`src/rtl/bcu_pkg.sv`:
```
// Shared definitions for the branch condition and target unit.
// Assumes four-byte instructions; kind codes are fixed because the decoder
// upstream produces them.
package bcu_pkg;

    // Branch kind as delivered by the decoder.
    typedef enum logic [3:0] {
        BK_NONE  = 4'd0,
        BK_JUMP  = 4'd1,
        BK_F_EQ  = 4'd2,
        BK_F_NE  = 4'd3,
        BK_F_LT  = 4'd4,
        BK_F_GE  = 4'd5,
        BK_F_GT  = 4'd6,
        BK_F_LE  = 4'd7,
        BK_F_LO  = 4'd8,
        BK_F_HS  = 4'd9,
        BK_R_NZ  = 4'd10,
        BK_R_Z   = 4'd11,
        BK_C_EQ  = 4'd12,
        BK_C_NE  = 4'd13,
        BK_C_LT  = 4'd14,
        BK_C_GE  = 4'd15
    } br_kind_e;

    // Bit positions inside the status-flag vector.
    localparam int FLG_N = 3;
    localparam int FLG_Z = 2;
    localparam int FLG_C = 1;
    localparam int FLG_V = 0;

endpackage

```
`src/rtl/bcu_flag_eval.sv`:
```
// Status-flag condition evaluator.
// Decides the branch outcome for the flag-testing kinds; yields 0 for every
// other kind. Assumes the flags come from a subtract-style compare, with C
// meaning "no borrow".
module bcu_flag_eval
    import bcu_pkg::*;
(
    input  br_kind_e   kind,
    input  logic [3:0] flags,
    output logic       hit
);

    logic f_n, f_z, f_c, f_v, sgn_lt;

    // Unpack the flags and form the signed-less relation N xor V.
    always_comb begin
        f_n    = flags[FLG_N];
        f_z    = flags[FLG_Z];
        f_c    = flags[FLG_C];
        f_v    = flags[FLG_V];
        sgn_lt = f_n ^ f_v;
    end

    // Select the condition that the kind asks for.
    always_comb begin
        unique case (kind)
            BK_F_EQ: hit = f_z;
            BK_F_NE: hit = !f_z;
            BK_F_LT: hit = sgn_lt;
            BK_F_GE: hit = !sgn_lt;
            BK_F_GT: hit = !f_z && !sgn_lt;
            BK_F_LE: hit = f_z || sgn_lt;
            BK_F_LO: hit = !f_c;
            BK_F_HS: hit = f_c;
            default: hit = 1'b0;
        endcase
    end

endmodule

```
`src/rtl/bcu_reg_cmp.sv`:
```
// Register-operand condition evaluator.
// Covers the compare-result-register kinds (test A against zero) and the
// fused compare-and-branch kinds (A against B); yields 0 for all other kinds.
// Signed order comes from an XLEN+1 bit subtraction, so it never overflows.
module bcu_reg_cmp
    import bcu_pkg::*;
#(
    parameter int XLEN = 32
) (
    input  br_kind_e          kind,
    input  logic [XLEN-1:0]   opa,
    input  logic [XLEN-1:0]   opb,
    output logic              hit
);

    localparam int DW = XLEN + 1;

    logic [DW-1:0] diff;
    logic          a_zero, a_eq_b, a_lt_b;

    // Sign-extended subtraction; its top bit is the signed less-than result.
    always_comb begin
        diff   = {opa[XLEN-1], opa} - {opb[XLEN-1], opb};
        a_lt_b = diff[DW-1];
        a_eq_b = (opa == opb);
        a_zero = (opa == '0);
    end

    // Select the condition that the kind asks for.
    always_comb begin
        unique case (kind)
            BK_R_NZ: hit = !a_zero;
            BK_R_Z:  hit = a_zero;
            BK_C_EQ: hit = a_eq_b;
            BK_C_NE: hit = !a_eq_b;
            BK_C_LT: hit = a_lt_b;
            BK_C_GE: hit = !a_lt_b;
            default: hit = 1'b0;
        endcase
    end

endmodule

```
`src/rtl/bcu_target.sv`:
```
// PC-relative address generator.
// Produces the fall-through address and the branch target, both modulo
// 2^XLEN. Assumes OFF_W < XLEN and instructions of 2^ILEN_LOG2 bytes.
module bcu_target #(
    parameter int XLEN      = 32,
    parameter int OFF_W     = 12,
    parameter int ILEN_LOG2 = 2
) (
    input  logic [XLEN-1:0]  pc,
    input  logic [OFF_W-1:0] offset,
    output logic [XLEN-1:0]  fall_pc,
    output logic [XLEN-1:0]  tgt_pc
);

    localparam int              EXT_W = XLEN - OFF_W;
    localparam logic [XLEN-1:0] STEP  = XLEN'(1) << ILEN_LOG2;

    logic [XLEN-1:0] off_sx, off_bytes;

    // Widen the instruction offset and scale it to bytes.
    always_comb begin
        off_sx    = {{EXT_W{offset[OFF_W-1]}}, offset};
        off_bytes = off_sx << ILEN_LOG2;
    end

    // The next sequential instruction, and the target relative to it.
    always_comb begin
        fall_pc = pc + STEP;
        tgt_pc  = fall_pc + off_bytes;
    end

endmodule

```
`src/rtl/bcu_top.sv`:
```
// Branch condition and target unit, top level.
// Captures the branch inputs on each rising edge and derives the taken
// decision and the next PC from the captured values within the next cycle.
// Reset is synchronous and active low.
module bcu_top
    import bcu_pkg::*;
#(
    parameter int XLEN      = 32,
    parameter int OFF_W     = 12,
    parameter int ILEN_LOG2 = 2
) (
    input  logic             clk,
    input  logic             rst_n,
    input  logic [XLEN-1:0]  pc_i,
    input  logic [OFF_W-1:0] offset_i,
    input  logic [3:0]       kind_i,
    input  logic [3:0]       flags_i,
    input  logic [XLEN-1:0]  opa_i,
    input  logic [XLEN-1:0]  opb_i,
    output logic             taken_o,
    output logic [XLEN-1:0]  next_pc_o
);

    localparam logic [XLEN-1:0] STEP = XLEN'(1) << ILEN_LOG2;

    logic [XLEN-1:0]  pc_q, opa_q, opb_q;
    logic [OFF_W-1:0] off_q;
    br_kind_e         kind_q;
    logic [3:0]       flags_q;

    logic             flag_hit, reg_hit, jump_hit;
    logic [XLEN-1:0]  fall_pc, tgt_pc;

    // Input capture stage; reset returns to a null branch at address 0.
    always_ff @(posedge clk) begin
        if (!rst_n) begin
            pc_q    <= '0;
            off_q   <= '0;
            kind_q  <= BK_NONE;
            flags_q <= '0;
            opa_q   <= '0;
            opb_q   <= '0;
        end else begin
            pc_q    <= pc_i;
            off_q   <= offset_i;
            kind_q  <= br_kind_e'(kind_i);
            flags_q <= flags_i;
            opa_q   <= opa_i;
            opb_q   <= opb_i;
        end
    end

    bcu_flag_eval u_flag (
        .kind  (kind_q),
        .flags (flags_q),
        .hit   (flag_hit)
    );

    bcu_reg_cmp #(.XLEN(XLEN)) u_cmp (
        .kind (kind_q),
        .opa  (opa_q),
        .opb  (opb_q),
        .hit  (reg_hit)
    );

    bcu_target #(.XLEN(XLEN), .OFF_W(OFF_W), .ILEN_LOG2(ILEN_LOG2)) u_tgt (
        .pc      (pc_q),
        .offset  (off_q),
        .fall_pc (fall_pc),
        .tgt_pc  (tgt_pc)
    );

    // Merge the condition sources and pick the next address.
    always_comb begin
        jump_hit  = (kind_q == BK_JUMP);
        taken_o   = jump_hit | flag_hit | reg_hit;
        next_pc_o = taken_o ? tgt_pc : fall_pc;
    end

    // ---------------- assertions ----------------
    logic chk_armed;

    // Marks cycles where $past refers to a post-reset sample.
    always_ff @(posedge clk) begin
        if (!rst_n) chk_armed <= 1'b0;
        else        chk_armed <= 1'b1;
    end

    logic [XLEN-1:0] chk_off_bytes;

    // Independent byte offset used by the target check.
    always_comb
        chk_off_bytes = XLEN'($signed(offset_i)) * STEP;

    p_reset_state_r1: assert property (@(posedge clk)
        $past(!rst_n) |-> (!taken_o && next_pc_o == STEP))
        else $error("R1 reset state");

    p_jump_taken_r5: assert property (@(posedge clk) disable iff (!rst_n)
        (chk_armed && $past(kind_i) == BK_JUMP) |-> taken_o)
        else $error("R5 jump not taken");

    p_none_idle_r5: assert property (@(posedge clk) disable iff (!rst_n)
        (chk_armed && $past(kind_i) == BK_NONE) |-> !taken_o)
        else $error("R5 null kind taken");

    p_fall_addr_r4: assert property (@(posedge clk) disable iff (!rst_n)
        (chk_armed && !taken_o) |-> next_pc_o == $past(pc_i) + STEP)
        else $error("R4 fall-through address");

    p_target_addr_r3: assert property (@(posedge clk) disable iff (!rst_n)
        (chk_armed && taken_o) |->
            next_pc_o == $past(pc_i) + STEP + $past(chk_off_bytes))
        else $error("R3 target address");

    p_cmp_eq_r10: assert property (@(posedge clk) disable iff (!rst_n)
        (chk_armed && $past(kind_i) == BK_C_EQ) |->
            taken_o == ($past(opa_i) == $past(opb_i)))
        else $error("R10 compare equal");

endmodule

```
`config.mk`:
```
export PLATFORM = sky130hd
export DESIGN_NAME = bcu_top
export DESIGN_NICKNAME = d
export VERILOG_FILES = /design/src/rtl/bcu_pkg.sv /design/src/rtl/bcu_flag_eval.sv /design/src/rtl/bcu_reg_cmp.sv /design/src/rtl/bcu_target.sv /design/src/rtl/bcu_top.sv
export SDC_FILE = /design/constraint.sdc
export NUM_CORES = 1
export LEC_CHECK = 0
export BUFFER_PORTS_ARGS = -buffer_cell sky130_fd_sc_hd__buf_2
export CORE_MARGIN = 5
export CORE_UTILIZATION = 49
export DETAILED_ROUTE_END_ITERATION = 12
export GPL_TIMING_DRIVEN = 0
export PLACE_DENSITY = 0.85
export SLEW_MARGIN = 40
export SYNTH_ARGS = -nofsm -noshare
export SYNTH_HDL_FRONTEND = slang
export SYNTH_SLANG_ARGS = --single-unit
```
`constraint.sdc`:
```
create_clock -name clk -period 3.88 [get_ports clk]
set_clock_uncertainty 0.1 [all_clocks]
set_input_delay 0.388 -clock clk [delete_from_list [all_inputs] [get_ports clk]]
set_output_delay 0.388 -clock clk [all_outputs]
set_load 0.02 [all_outputs]
```
After elaboration in Yosys (flattened, before gate mapping)
Cells that the tools add are included.
{"block": "totals", "output_inout_bits": 33, "ff_bits": 116}
{"block": "classes", "addsub": 3, "muxes": 3, "eq_ne": 16, "reduce_logical": 9, "n_bitwise": 3}
{"operator": "subtractor 32 x 32 -> 33 bit", "n": 1}
{"operator": "adder 32 x 3 -> 32 bit (second input constant)", "n": 1}
{"operator": "adder 32 bit", "n": 1}
{"operator": "equality test 32 bit", "n": 1}
{"operator": "equality test 4 bit (second input constant)", "n": 8}
{"operator": "zero test 32 bit", "n": 1}
{"operator": "two-way mux 32 bit", "n": 1}
{"operator": "equality test 4 x 3 -> 1 bit (second input constant)", "n": 4}
{"operator": "equality test 4 x 2 -> 1 bit (second input constant)", "n": 2}
{"operator": "case mux 1 bit (8 select lines)", "n": 1}
{"operator": "zero test 1 bit", "n": 6}
{"operator": "case mux 1 bit (6 select lines)", "n": 1}
{"operator": "equality test 4 x 1 -> 1 bit (second input constant)", "n": 1}
{"operator": "OR 1 bit", "n": 2}
{"operator": "logical AND 1 bit", "n": 1}
{"operator": "logical OR 1 bit", "n": 1}
{"operator": "bitwise XOR 1 bit", "n": 1}

Logic depth before layout (Yosys ltp)
{"block": "depth", "ltp_word": 7, "ltp_mapped": 16, "ltp_nobuf": 16}

Modules after synthesis
A second synthesis with hierarchy kept.
{"block": "unflattened", "cells_unflattened": 744, "hier_area_um2": 6986.7}
{"module": "bcu_top", "cells_each": 282, "instances": 1, "area_each_um2": 3648.5}
{"module": "bcu_target", "cells_each": 306, "instances": 1, "area_each_um2": 2183.3}
{"module": "bcu_reg_cmp", "cells_each": 144, "instances": 1, "area_each_um2": 1074.8}
{"module": "bcu_flag_eval", "cells_each": 12, "instances": 1, "area_each_um2": 80.1}

Least setup slack after synthesis
OpenSTA, ideal clock, no wires.
{"block": "synth_timing", "path_type": "flip-flop to output port", "start": "reg pc_q[2]", "end": "out next_pc_o[26]", "stages_incl_launch_ff": 16, "required_time_ps": 3392, "slack_ps": -95, "arrival_ps": 3487, "path_cell_list": "dfxtp_1 > ha_1 > nand3_1 > nor3_1 > nand3_1 > xnor2_1 > ha_1 > and4_1 > nand2_1 > o31ai_1 > o21ba_2 > a31oi_1 > nor2_1 > o21a_1 > xor2_1 > o21ai_0"}
{"block": "synth_between", "elab_chain_cells": 3}
{"element": "start: declaration", "line_no": "bcu_top.sv:26", "text": "logic [XLEN-1:0] pc_q, opa_q, opb_q;"}
{"element": "start signal: assignment", "line_no": "bcu_top.sv:44", "text": "pc_q <= pc_i;"}
{"element": "adder 32 x 3 -> 32 bit (*)", "line_no": "bcu_target.sv:28", "text": "fall_pc = pc + STEP;"}
{"element": "adder 32 bit", "line_no": "bcu_target.sv:29", "text": "tgt_pc = fall_pc + off_bytes;"}
{"element": "two-way mux 32 bit (*)", "line_no": "bcu_top.sv:77", "text": "next_pc_o = taken_o ? tgt_pc : fall_pc;"}
{"element": "end: declaration", "line_no": "bcu_top.sv:21", "text": "output logic [XLEN-1:0] next_pc_o"}
Every way passes the cells marked *; elsewhere a longest branch is shown, timed or not.

Worst setup path after layout
{"block": "layout_timing", "start": "reg pc_q[7]", "end": "out next_pc_o[29]"}
The elaborated chain is that of the path after synthesis.

==> metrics.md <==
| Metric | Value |
|---|---|
| Async set or reset register ratio after synthesis | `0` |
| Crit path max-delay family | `simple AND/OR/NAND/NOR gates` |
| Clock buffer depth | `2` |
| Remaining Overflow, GRT | `0` |
| Hold Vio Cnt, Final | `0` |
| Area Overhead vs Synth | `42.0%` |
| # port buffers | `149` |
| Final cell count without fillers | `1112` |
| Die W | `123 um` |
| CP Launch Type | `register` |
| DRT Pass-1 Iters | `6` |
| Critical path, cell by cell | `nand4_1 -> buf_4 -> nor2_4 -> buf_4 -> nand3_1 -> xnor2_2 -> ha_4 -> nand2_2 -> nor2_1 -> nand3_1 -> nor2_1 -> a21oi_2 -> o221ai_4 -> a41oi_2 -> xnor2_1 -> mux2_2 -> buf_4` |
| Max stage delay on crit path | `0.36 ns` |
| CP endpoint kind | `primary output` |
| Routability cong. | `0.895` |
| Mapped cell area | `6290 um2` |
| Max transition margin | `0.380` |
| Status | `finished, violations left` |
| Sink Count | `116` |
| Layout cells sized above 1 | `0.370` |
| Post-synth top area cell | `dfxtp_1` |
| Max Slew Vio Count | `0` |
| Worst-Margin Slew | `0.930 ns` |
| CTS Buf Count | `17` |
| Worst Hold Class | `in -> reg` |
| Initial antenna violation count | `1` |
| Synth Net Count | `894` |
| Top cells by count, synth | `and2_1 (119), dfxtp_1 (116), ha_1 (62)` |
| DIE HEIGHT | `123 um` |
| Synth Instances | `713` |
| Drt wl/cell | `18.6 um` |
| Vias/cell | `5.58` |
| WP data arrival | `3.96 ns` |
| Int Power | `0.00251 W` |
| Peak VDD IR | `0.000350 V` |
| Avg Inst Size Synth | `8.83 um2` |
| Crit Path Category | `reg -> out` |
| Leakage power | `3.99 nW` |
| Seq/Total Area, Yosys | `0.369` |
| Post-route DRC | `0` |
| Die area | `15200 um2` |
| Post-DP HPWL | `12.2 mm` |
| Sw Share | `0.293` |
| Net Sw Power | `0.00104 W` |
| Sequential Power Share | `0.370` |
| Fmax | `225 MHz` |
| Slowest CP cell | `dfxtp_4` |
| Vias in the first global route | `5967` |
| Reg clk slew, reported paths | `0.05 ns` |
| DRT iter0 DRCs | `659` |
| Top_reg_cell synth | `dfxtp_1` |
| GRT Resource Usage Total | `0.236` |
| Setup WS post-layout | `-0.565 ns` |
| H-tree lvl count | `4` |
| Post-route ant nets | `0` |
| Setup TNS | `-6.89 ns` |
| Pre-CTS setup slack | `-0.756 ns` |
| Core ar. | `12600 um2` |
| Hold WS | `0.0756 ns` |
| Routed vias | `6210` |
| WL final | `20.6 mm` |
| Cell with the most instances after synthesis | `and2_1` |
| Max Cap Violations | `0` |
| Starting Density | `0.499` |
| # setup viols final | `18` |
| Final min period | `4.45 ns` |
| Yosys cell types | `54` |
| CP max FO | `5` |
| I/O pins | `151` |
| Share of the synthesized area in the top cell type | `0.369` |
| Largest net degree at the start of global routing | `23` |
| Clock share of power | `0.400` |
| Post-synthesis register bit count | `116` |
| Combinational share of power | `0.230` |
| Power Dens Cells | `397 nW/um2` |
| Synth area leaders | `dfxtp_1 (37%), ha_1 (12%), and2_1 (12%), xnor2_1 (4.7%), o21ai_0 (3.3%)` |
| Fin crit share | `1.15` |
| Critical Path Most Common Cell | `buf_4` |
| RSZ-0062 raised after global routing | `true` |
| CTS root buf | `clkbuf_16` |
| Critical path required time | `3.39 ns` |
| Failing checks | `negative setup slack` |
| Buf/Inv on CP | `3` |
| CTS tree | `yes` |
| Inst Count DP | `1034` |
| Area after DPL | `7250 um2` |
| Post-layout nets | `1107` |
| YS warnings | `0` |
| Final Cell Area | `8930 um2` |
| Post-synth EDFFs | `0` |
| Rows | `41` |
| First-pass GRT wire length | `27.9 mm` |
==> layer usage <==
metal | vias to the layer above | part of all wire | GRT usage
li1 | 2892 | - | -
met1 | 2842 | 0.36 | 0.252
met2 | 365 | 0.51 | 0.438
met3 | 111 | 0.065 | 0.0554
met4 | 0 | 0.057 | 0.104
met5 | - | 0 | 0
==> state kept, by name, indices dropped and copies added, names as in the netlist <==
signal,cells
opa_q,32
opb_q,32
pc_q,32
off_q,12
flags_q,4
kind_q,4
==> power groups by stage <==
stage / logic [W] / registers, W / clock network [W]
2_1_floorplan: 0.000420 / 0.00131 / 0
3_3_place_gp: 0.000604 / 0.00132 / 0
3_5_place_dp: 0.000618 / 0.00132 / 0
4_1_cts: 0.000687 / 0.00130 / 0.00143
5_1_grt: 0.000872 / 0.00132 / 0.00149
6_report: 0.000814 / 0.00131 / 0.00142
==> cell usage in the layout (no fill, tap or decap), types with 9 or more instances in the layout <==
master / Yosys / routed
o21ai_0: 42 / 17
xnor2_1: 34 / 20
inv_1: 43 / 43
nand3_1: 23 / 19
a21oi_1: 35 / 23
clkbuf_16: 0 / 17
clkbuf_1: 15 / 16
xor2_1: 19 / 17
nand4_1: 13 / 13
buf_4: 3 / 57
and2_1: 119 / 118
a21o_1: 9 / 9
xnor2_2: 1 / 14
nand2_1: 55 / 50
a21oi_2: 2 / 11
nor2_1: 26 / 23
ha_1: 62 / 46
o21ai_1: 1 / 21
dfxtp_1: 116 / 104
buf_2: 2 / 136
ha_4: 0 / 15
==> final cells by class <==
type	instances	area, um2
inverter	44	165
clock buffer	25	495
timing repair buffer	195	1150
multi-input combinational	533	4410
fill	901	3690
antenna	1	2.50
buffer	19	96.3
tap	172	215
clock inverter	7	46.3
sequential	116	2350
==> path summary, 6_finish.rpt <==
kind     start            end  cells past startpoint  slack [ns]
max    pc_q[7]  next_pc_o[29]                     17       -0.57
min   opb_i[9]       opb_q[9]                      2        0.08
==> metrics by stage <==
stage | total power (W) | util
after floorplan | 0.00173 | -
after global placement | 0.00193 | 0.575
after detailed placement | 0.00194 | 0.575
after CTS | 0.00342 | 0.665
after global routing | 0.00368 | 0.708
final | 0.00354 | 0.708
==> cells by family (layout without fill, tap and decap cells) <==
family / count (synthesis) / count (layout) / synth area share
buffers and inverters: 64 / 290 / 0.0404
AND/OR/NAND/NOR: 278 / 278 / 0.244
flip-flops: 116 / 116 / 0.369
multiplexers: 5 / 5 / 0.00895
AO/OA/AOI/OAI: 133 / 133 / 0.135
other: 0 / 1 / 0
adder cells (fa/ha/maj): 63 / 63 / 0.126
XOR/XNOR: 54 / 54 / 0.0764
==> what timing repair did <==
action                                  CTS  global route
cloned                                    0             1
hold buffers                              0             0
pin swaps                                42            59
endpoints found under the setup margin   22            30
buffers inserted                         29            18
gates resized for setup                  98            91
No activity file was read; power rests on OpenSTA's default activity.
